==> config.mk <==
export PLATFORM = sky130hd
export DESIGN_NAME = pwr_req_ctrl
export DESIGN_NICKNAME = d
export VERILOG_FILES = /design/src/rtl/pwr_req_pkg.sv /design/src/rtl/pwr_tinit_wait.sv /design/src/rtl/pwr_active_map.sv /design/src/rtl/pwr_req_hold.sv /design/src/rtl/pwr_req_ctrl.sv
export SDC_FILE = /design/constraint.sdc
export NUM_CORES = 1
export LEC_CHECK = 0
export ABC_AREA = 1
export BUFFER_PORTS_ARGS = -buffer_cell sky130_fd_sc_hd__buf_2
export CAP_MARGIN = 10
export CORE_UTILIZATION = 40
export DETAILED_ROUTE_END_ITERATION = 16
export PLACE_DENSITY_LB_ADDON = 0.25
export SLEW_MARGIN = 30
export SYNTH_ARGS = -nofsm -noshare
export SYNTH_HDL_FRONTEND = slang
export SYNTH_HIERARCHICAL = 1
export SYNTH_SLANG_ARGS = --single-unit
export TNS_END_PERCENT = 30
==> constraint.sdc <==
create_clock -name clk_i -period 2.1 [get_ports clk_i]
set_input_delay 0.42 -clock clk_i [delete_from_list [all_inputs] [get_ports clk_i]]
set_output_delay 0.42 -clock clk_i [all_outputs]
set_load 0.02 [all_outputs]
==> src/rtl/pwr_req_pkg.sv <==
package pwr_req_pkg;
  typedef enum logic [1:0] {
    ST_IDLE = 2'd0,
    ST_REQ  = 2'd1,
    ST_ACK  = 2'd2,
    ST_DNY  = 2'd3
  } hs_state_e;
endpackage

==> src/rtl/pwr_tinit_wait.sv <==
module pwr_tinit_wait #(
  parameter int unsigned TINIT = 8
) (
  input  logic clk_i,
  input  logic rst_ni,
  output logic ready_o
);
  localparam int unsigned CW = (TINIT > 1) ? $clog2(TINIT) : 1;

  logic [CW-1:0] cnt_q;
  logic          ready_q;

  always_ff @(posedge clk_i or negedge rst_ni) begin
    if (!rst_ni) begin
      cnt_q   <= '0;
      ready_q <= 1'b0;
    end else if (!ready_q) begin
      if (cnt_q == CW'(TINIT - 1)) ready_q <= 1'b1;
      else                         cnt_q   <= cnt_q + 1'b1;
    end
  end

  assign ready_o = ready_q;
endmodule

==> src/rtl/pwr_active_map.sv <==
module pwr_active_map #(
  parameter int unsigned N = 3,
  parameter int unsigned M = 2
) (
  input  logic         clk_i,
  input  logic         rst_ni,
  input  logic [N-1:0] pactive_i,
  output logic         want_v_o,
  output logic [M-1:0] want_state_o
);
  logic [N-1:0] act_q;

  always_ff @(posedge clk_i or negedge rst_ni) begin
    if (!rst_ni) act_q <= '0;
    else         act_q <= pactive_i;
  end

  // highest set bit wins
  always_comb begin
    want_state_o = '0;
    for (int k = 0; k < int'(N); k++) begin
      if (act_q[k]) want_state_o = M'(k);
    end
  end

  assign want_v_o = |act_q;
endmodule

==> src/rtl/pwr_req_hold.sv <==
module pwr_req_hold #(
  parameter int unsigned M = 2
) (
  input  logic         clk_i,
  input  logic         rst_ni,
  input  logic         capture_i,
  input  logic [M-1:0] tgt_i,
  input  logic         clear_i,
  output logic         pend_v_o,
  output logic [M-1:0] pend_tgt_o
);
  always_ff @(posedge clk_i or negedge rst_ni) begin
    if (!rst_ni) begin
      pend_v_o   <= 1'b0;
      pend_tgt_o <= '0;
    end else if (clear_i) begin
      pend_v_o   <= 1'b0;
    end else if (capture_i) begin
      pend_v_o   <= 1'b1;
      pend_tgt_o <= tgt_i;
    end
  end
endmodule

==> src/rtl/pwr_req_ctrl.sv <==
module pwr_req_ctrl
  import pwr_req_pkg::*;
#(
  parameter int unsigned M          = 2,
  parameter int unsigned N          = 3,
  parameter int unsigned TINIT      = 8,
  parameter int unsigned INIT_STATE = 1
) (
  input  logic         clk_i,
  input  logic         rst_ni,
  input  logic         start_i,
  input  logic [M-1:0] target_i,
  input  logic         auto_en_i,
  input  logic [N-1:0] pactive_i,
  output logic         preq_o,
  output logic [M-1:0] pstate_o,
  input  logic         paccept_i,
  input  logic         pdeny_i,
  output logic [M-1:0] cur_state_o,
  output logic         done_o,
  output logic         denied_o
);
  localparam logic [M-1:0] RST_STATE = M'(INIT_STATE);

  hs_state_e    st_q;
  logic         preq_q, done_q, denied_q;
  logic [M-1:0] pstate_q, cur_q;

  logic         ready, want_v, pend_v;
  logic [M-1:0] want_state, pend_tgt, launch_tgt;
  logic         quiet, auto_req, launch, capture;

  pwr_tinit_wait #(.TINIT(TINIT)) u_tinit (
    .clk_i  (clk_i),
    .rst_ni (rst_ni),
    .ready_o(ready)
  );

  pwr_active_map #(.N(N), .M(M)) u_amap (
    .clk_i       (clk_i),
    .rst_ni      (rst_ni),
    .pactive_i   (pactive_i),
    .want_v_o    (want_v),
    .want_state_o(want_state)
  );

  pwr_req_hold #(.M(M)) u_hold (
    .clk_i     (clk_i),
    .rst_ni    (rst_ni),
    .capture_i (capture),
    .tgt_i     (target_i),
    .clear_i   (launch),
    .pend_v_o  (pend_v),
    .pend_tgt_o(pend_tgt)
  );

  assign quiet    = ready && (st_q == ST_IDLE) && !paccept_i && !pdeny_i;
  assign auto_req = auto_en_i && want_v && (want_state != cur_q);
  assign launch   = quiet && (start_i || pend_v || auto_req);
  assign capture  = start_i && !quiet;

  always_comb begin
    if (start_i)     launch_tgt = target_i;
    else if (pend_v) launch_tgt = pend_tgt;
    else             launch_tgt = want_state;
  end

  always_ff @(posedge clk_i or negedge rst_ni) begin
    if (!rst_ni) begin
      st_q     <= ST_IDLE;
      preq_q   <= 1'b0;
      pstate_q <= RST_STATE;
      cur_q    <= RST_STATE;
      done_q   <= 1'b0;
      denied_q <= 1'b0;
    end else begin
      done_q   <= 1'b0;
      denied_q <= 1'b0;
      unique case (st_q)
        ST_IDLE: if (launch) begin
          pstate_q <= launch_tgt;
          preq_q   <= 1'b1;
          st_q     <= ST_REQ;
        end
        ST_REQ: begin
          if (paccept_i && !pdeny_i) begin
            preq_q <= 1'b0;
            st_q   <= ST_ACK;
          end else if (pdeny_i && !paccept_i) begin
            preq_q   <= 1'b0;
            pstate_q <= cur_q;  // restore on refusal
            st_q     <= ST_DNY;
          end
        end
        ST_ACK: if (!paccept_i) begin
          cur_q  <= pstate_q;
          done_q <= 1'b1;
          st_q   <= ST_IDLE;
        end
        ST_DNY: if (!pdeny_i) begin
          denied_q <= 1'b1;
          st_q     <= ST_IDLE;
        end
        default: st_q <= ST_IDLE;
      endcase
    end
  end

  assign preq_o      = preq_q;
  assign pstate_o    = pstate_q;
  assign cur_state_o = cur_q;
  assign done_o      = done_q;
  assign denied_o    = denied_q;
endmodule

==> key figures <==
Layout
  – Share of cells above drive strength 1: 24.3%
  – Fin util: 49.4%
  – N_diodes: 0
  – Design Area, Final: 1100 um2
  – Nets: 156
  – Finished Layout Cells: 168
  – P&R area growth vs syn: 14.8%
  – # fillers: 236
  – Footprint of the multi-input gates: 404 um2
  – Seq. cell area: 478 um2

Clock network
  – # resized after CTS: 0
  – CTS H-Tree Depth: 1
  – Clock-pin transition on the worst setup and hold timing paths: 110 ps
  – CTS tree: done
  – Setup bufs post-CTS: 0
  – Clock tree buffer depth: 2
  – Hold_buf cts: 0
  – # clock sinks: 19
  – CTS root buffer: clkbuf_4
  – Cts bufs inserted: 3
  – Clk Latency, worst-skew pair: 310 ps

Pwr
  – Pwr per Cell Area: 1100 nW/um2
  – Clock Power Share: 16.1%
  – Static Leak: 0.581 nW
  – Switching part of the total power: 41.9%
  – Psw: 0.000510 W
  – Internal Pwr Total: 0.000708 W
  – Gate power share: 38.7%
  – Peak supply drop: 511 uV
  – Sequential power share: 45.2%

STA
  – Endpoints failing setup: 0
  – Max-slew violations: 0
  – Slew headroom: 65.9%
  – Tcrit/Tclk final: 69.1%
  – Worst Max-Slew Pin Slew: 508 ps
  – Fin crit period: 1450 ps
  – Unrepaired setup endpoints after global routing: no
  – Hold Fails Final Rpt: 0
  – Skew final: 4.49 ps
  – Post-Route Setup TNS: 0 ps
  – Fmax: 689 MHz

Synth
  – Synth warnings: 6
  – EDFF count, synth: 0
  – Synth async-reset ratio: 100%
  – Post-synth top area cell: dfrtp_1
  – Post-synth top cells: nand2_1, dfrtp_1, inv_1
  – Post-synth top area share: 44.3%
  – Commonest register cell after synthesis: dfrtp_1
  – Mapped Cells: 120
  – Post-synthesis sequential area ratio: 49.7%
  – Most numerous cell in the Yosys netlist: nand2_1
  – Synth Register Bits: 19
  – Synth area leaders: dfrtp_1, nand2_1, inv_1
  – Post-synthesis cell type count: 18
  – Syn_area_per_cell: 8.01 um2
  – Synthesized cell area: 961 um2
  – Syn_nets: 135

Worst setup path
  – Slowest cell on the critical path: dfstp_2
  – RR Endpoint: u_hold/pend_tgt_o[0]$_DFFE_PN0P_
  – Worst path required time: 1680 ps
  – CP Capture Type: output port
  – Setup CP Type: reg -> out
  – Critical Path Start Type: flop
  – Delay-heaviest family, CP: flip-flops
  – Stages on the worst setup path: 1
  – WP buf/inv: 1
  – CP max FO: 3
  – Worst stage delay on the critical path: 560 ps
  – Reg2Reg Launch Point: u_amap/act_q[2]$_DFF_PN0_
  – Arrival time worst endpoint: 1030 ps
  – Reg2reg path depth: 12
  – R2r setup slk: 720 ps
  – Cells along the critical path: buf_2

Placement
  – DP Wirelength: 1.38 mm
  – Placed Instances: 164
  – GP Congestion: 0.784
  – Input/output buffers: 17
  – Placed cell area: 1070 um2

Global route
  – Largest net degree at the start of global routing: 20
  – First-pass GRT wire length: 3.24 mm
  – GR Util All Layers: 17.3%
  – Number of antenna violations at the first check in global routing: 0
  – Global route overflow: 0
  – Vias in the first global route: 750

Floorplan
  – Io pins: 18
  – Initial core utilization: 43.0%
  – Cell Rows: 17
  – Die Wd: 51.0 um
  – Core ar.: 2230 um2
  – Die height: 51.0 um
  – Die area: 2600 um2

Drt
  – Detail Route Antenna Nets: 0
  – Residual DRC: 0
  – Total wire length: 1.82 mm
  – Drt wl/cell: 10.8 um
  – DRT Pass-1 Iters: 5
  – Vias per inst: 4.77
  – Via count: 801
  – Number of DRC markers in iteration 0: 11

Job
  – Max_cap viols: 0

Worst hold path
  – Tightest Hold Check Type: in -> async

Run status
  – Status: finished clean
-- final cells by class --
| type | count | area share, % |
|---|---|---|
| Clock buffer | 3 | 2.04 |
| Clock inverter | 1 | 0.680 |
| Inverter | 19 | 6.46 |
| Multi-Input combinational cell | 81 | 36.6 |
| Sequential cell | 19 | 43.3 |
| Tap cell | 28 | 3.17 |
| Timing Repair Buffer | 17 | 7.71 |
-- how the worst max path moves through the flow --
stage / from / to
2_1_floorplan: cur_state_o[0]$_DFFE_PN1P_ / pstate_o[1]$_DFFE_PN0P_
3_3_place_gp: paccept_i / st_q[0]$_DFFE_PN0P_
3_5_place_dp: paccept_i / st_q[0]$_DFFE_PN0P_
4_1_cts: cur_state_o[0]$_DFFE_PN1P_ / cur_state_o[0]
5_1_grt: u_amap/act_q[2]$_DFF_PN0_ / u_hold/pend_tgt_o[1]$_DFFE_PN0P_
6_report: cur_state_o[0]$_DFFE_PN1P_ / cur_state_o[0]
-- state kept, by name (all words and copies together) (netlist names) --
signal             cells
preq_o                 1
pstate_o               2
cur_state_o            2
done_o                 1
u_tinit/cnt_q          3
u_tinit/ready_o        1
denied_o               1
u_hold/pend_v_o        1
st_q                   2
u_amap/act_q           3
u_hold/pend_tgt_o      2
-- power groups by stage --
| stage | Sequential, W | Clock (W) | Combinational, W |
|---|---|---|---|
| final | 0.000550 | 0.000196 | 0.000472 |
| after global routing | 0.000568 | 0.000219 | 0.000558 |
| after CTS | 0.000552 | 0.000206 | 0.000479 |
| after detailed placement | 0.000559 | 0 | 0.000475 |
| after global placement | 0.000557 | 0 | 0.000475 |
| after floorplan | 0.000607 | 0 | 0.000289 |
-- through the flow --
| step | setup slack, ps | hold slack, ps | power (W) |
|---|---|---|---|
| 2_1_floorplan | 793 | 124 | 0.000896 |
| 6_report | 649 | 19.3 | 0.00122 |
| 4_1_cts | 635 | 29.0 | 0.00124 |
| 3_5_place_dp | 641 | 381 | 0.00103 |
| 5_1_grt | 507 | 41.3 | 0.00134 |
| 3_3_place_gp | 652 | 378 | 0.00103 |
-- layer usage --
metal	GRT usage, %	routed length, um	up-vias	part of all wire, %
li1	-	-	415	-
met1	23.3	866	366	48
met2	25.9	838	15	46
met3	2.68	61	5	3.4
met4	11.1	52	0	2.9
met5	0	0	-	0
-- placed cells by master (no fill, tap or decap), drive strengths merged --
master | netlist | layout
o211ai | 1 | 1
o31ai | 1 | 1
clkinvlp | 0 | 1
nor3 | 2 | 2
o21ai | 9 | 9
a21oi | 3 | 3
inv | 19 | 19
nor2 | 10 | 10
buf | 1 | 17
a31oi | 1 | 1
ha | 4 | 4
o22ai | 1 | 1
dfstp | 2 | 2
dfrtp | 17 | 17
nand3 | 7 | 7
nand2 | 42 | 42
clkbuf | 0 | 3
-- cells by family (layout without fill, tap and decap cells) --
logic type	Yosys count	count (layout)	share of synthesized area, %
simple gates	61	61	27.1
buf+inv	20	40	8.20
flops	19	19	49.7
compound gates	16	16	9.77
fa+ha+maj	4	4	5.21
Power figures use the tool's default switching activity.
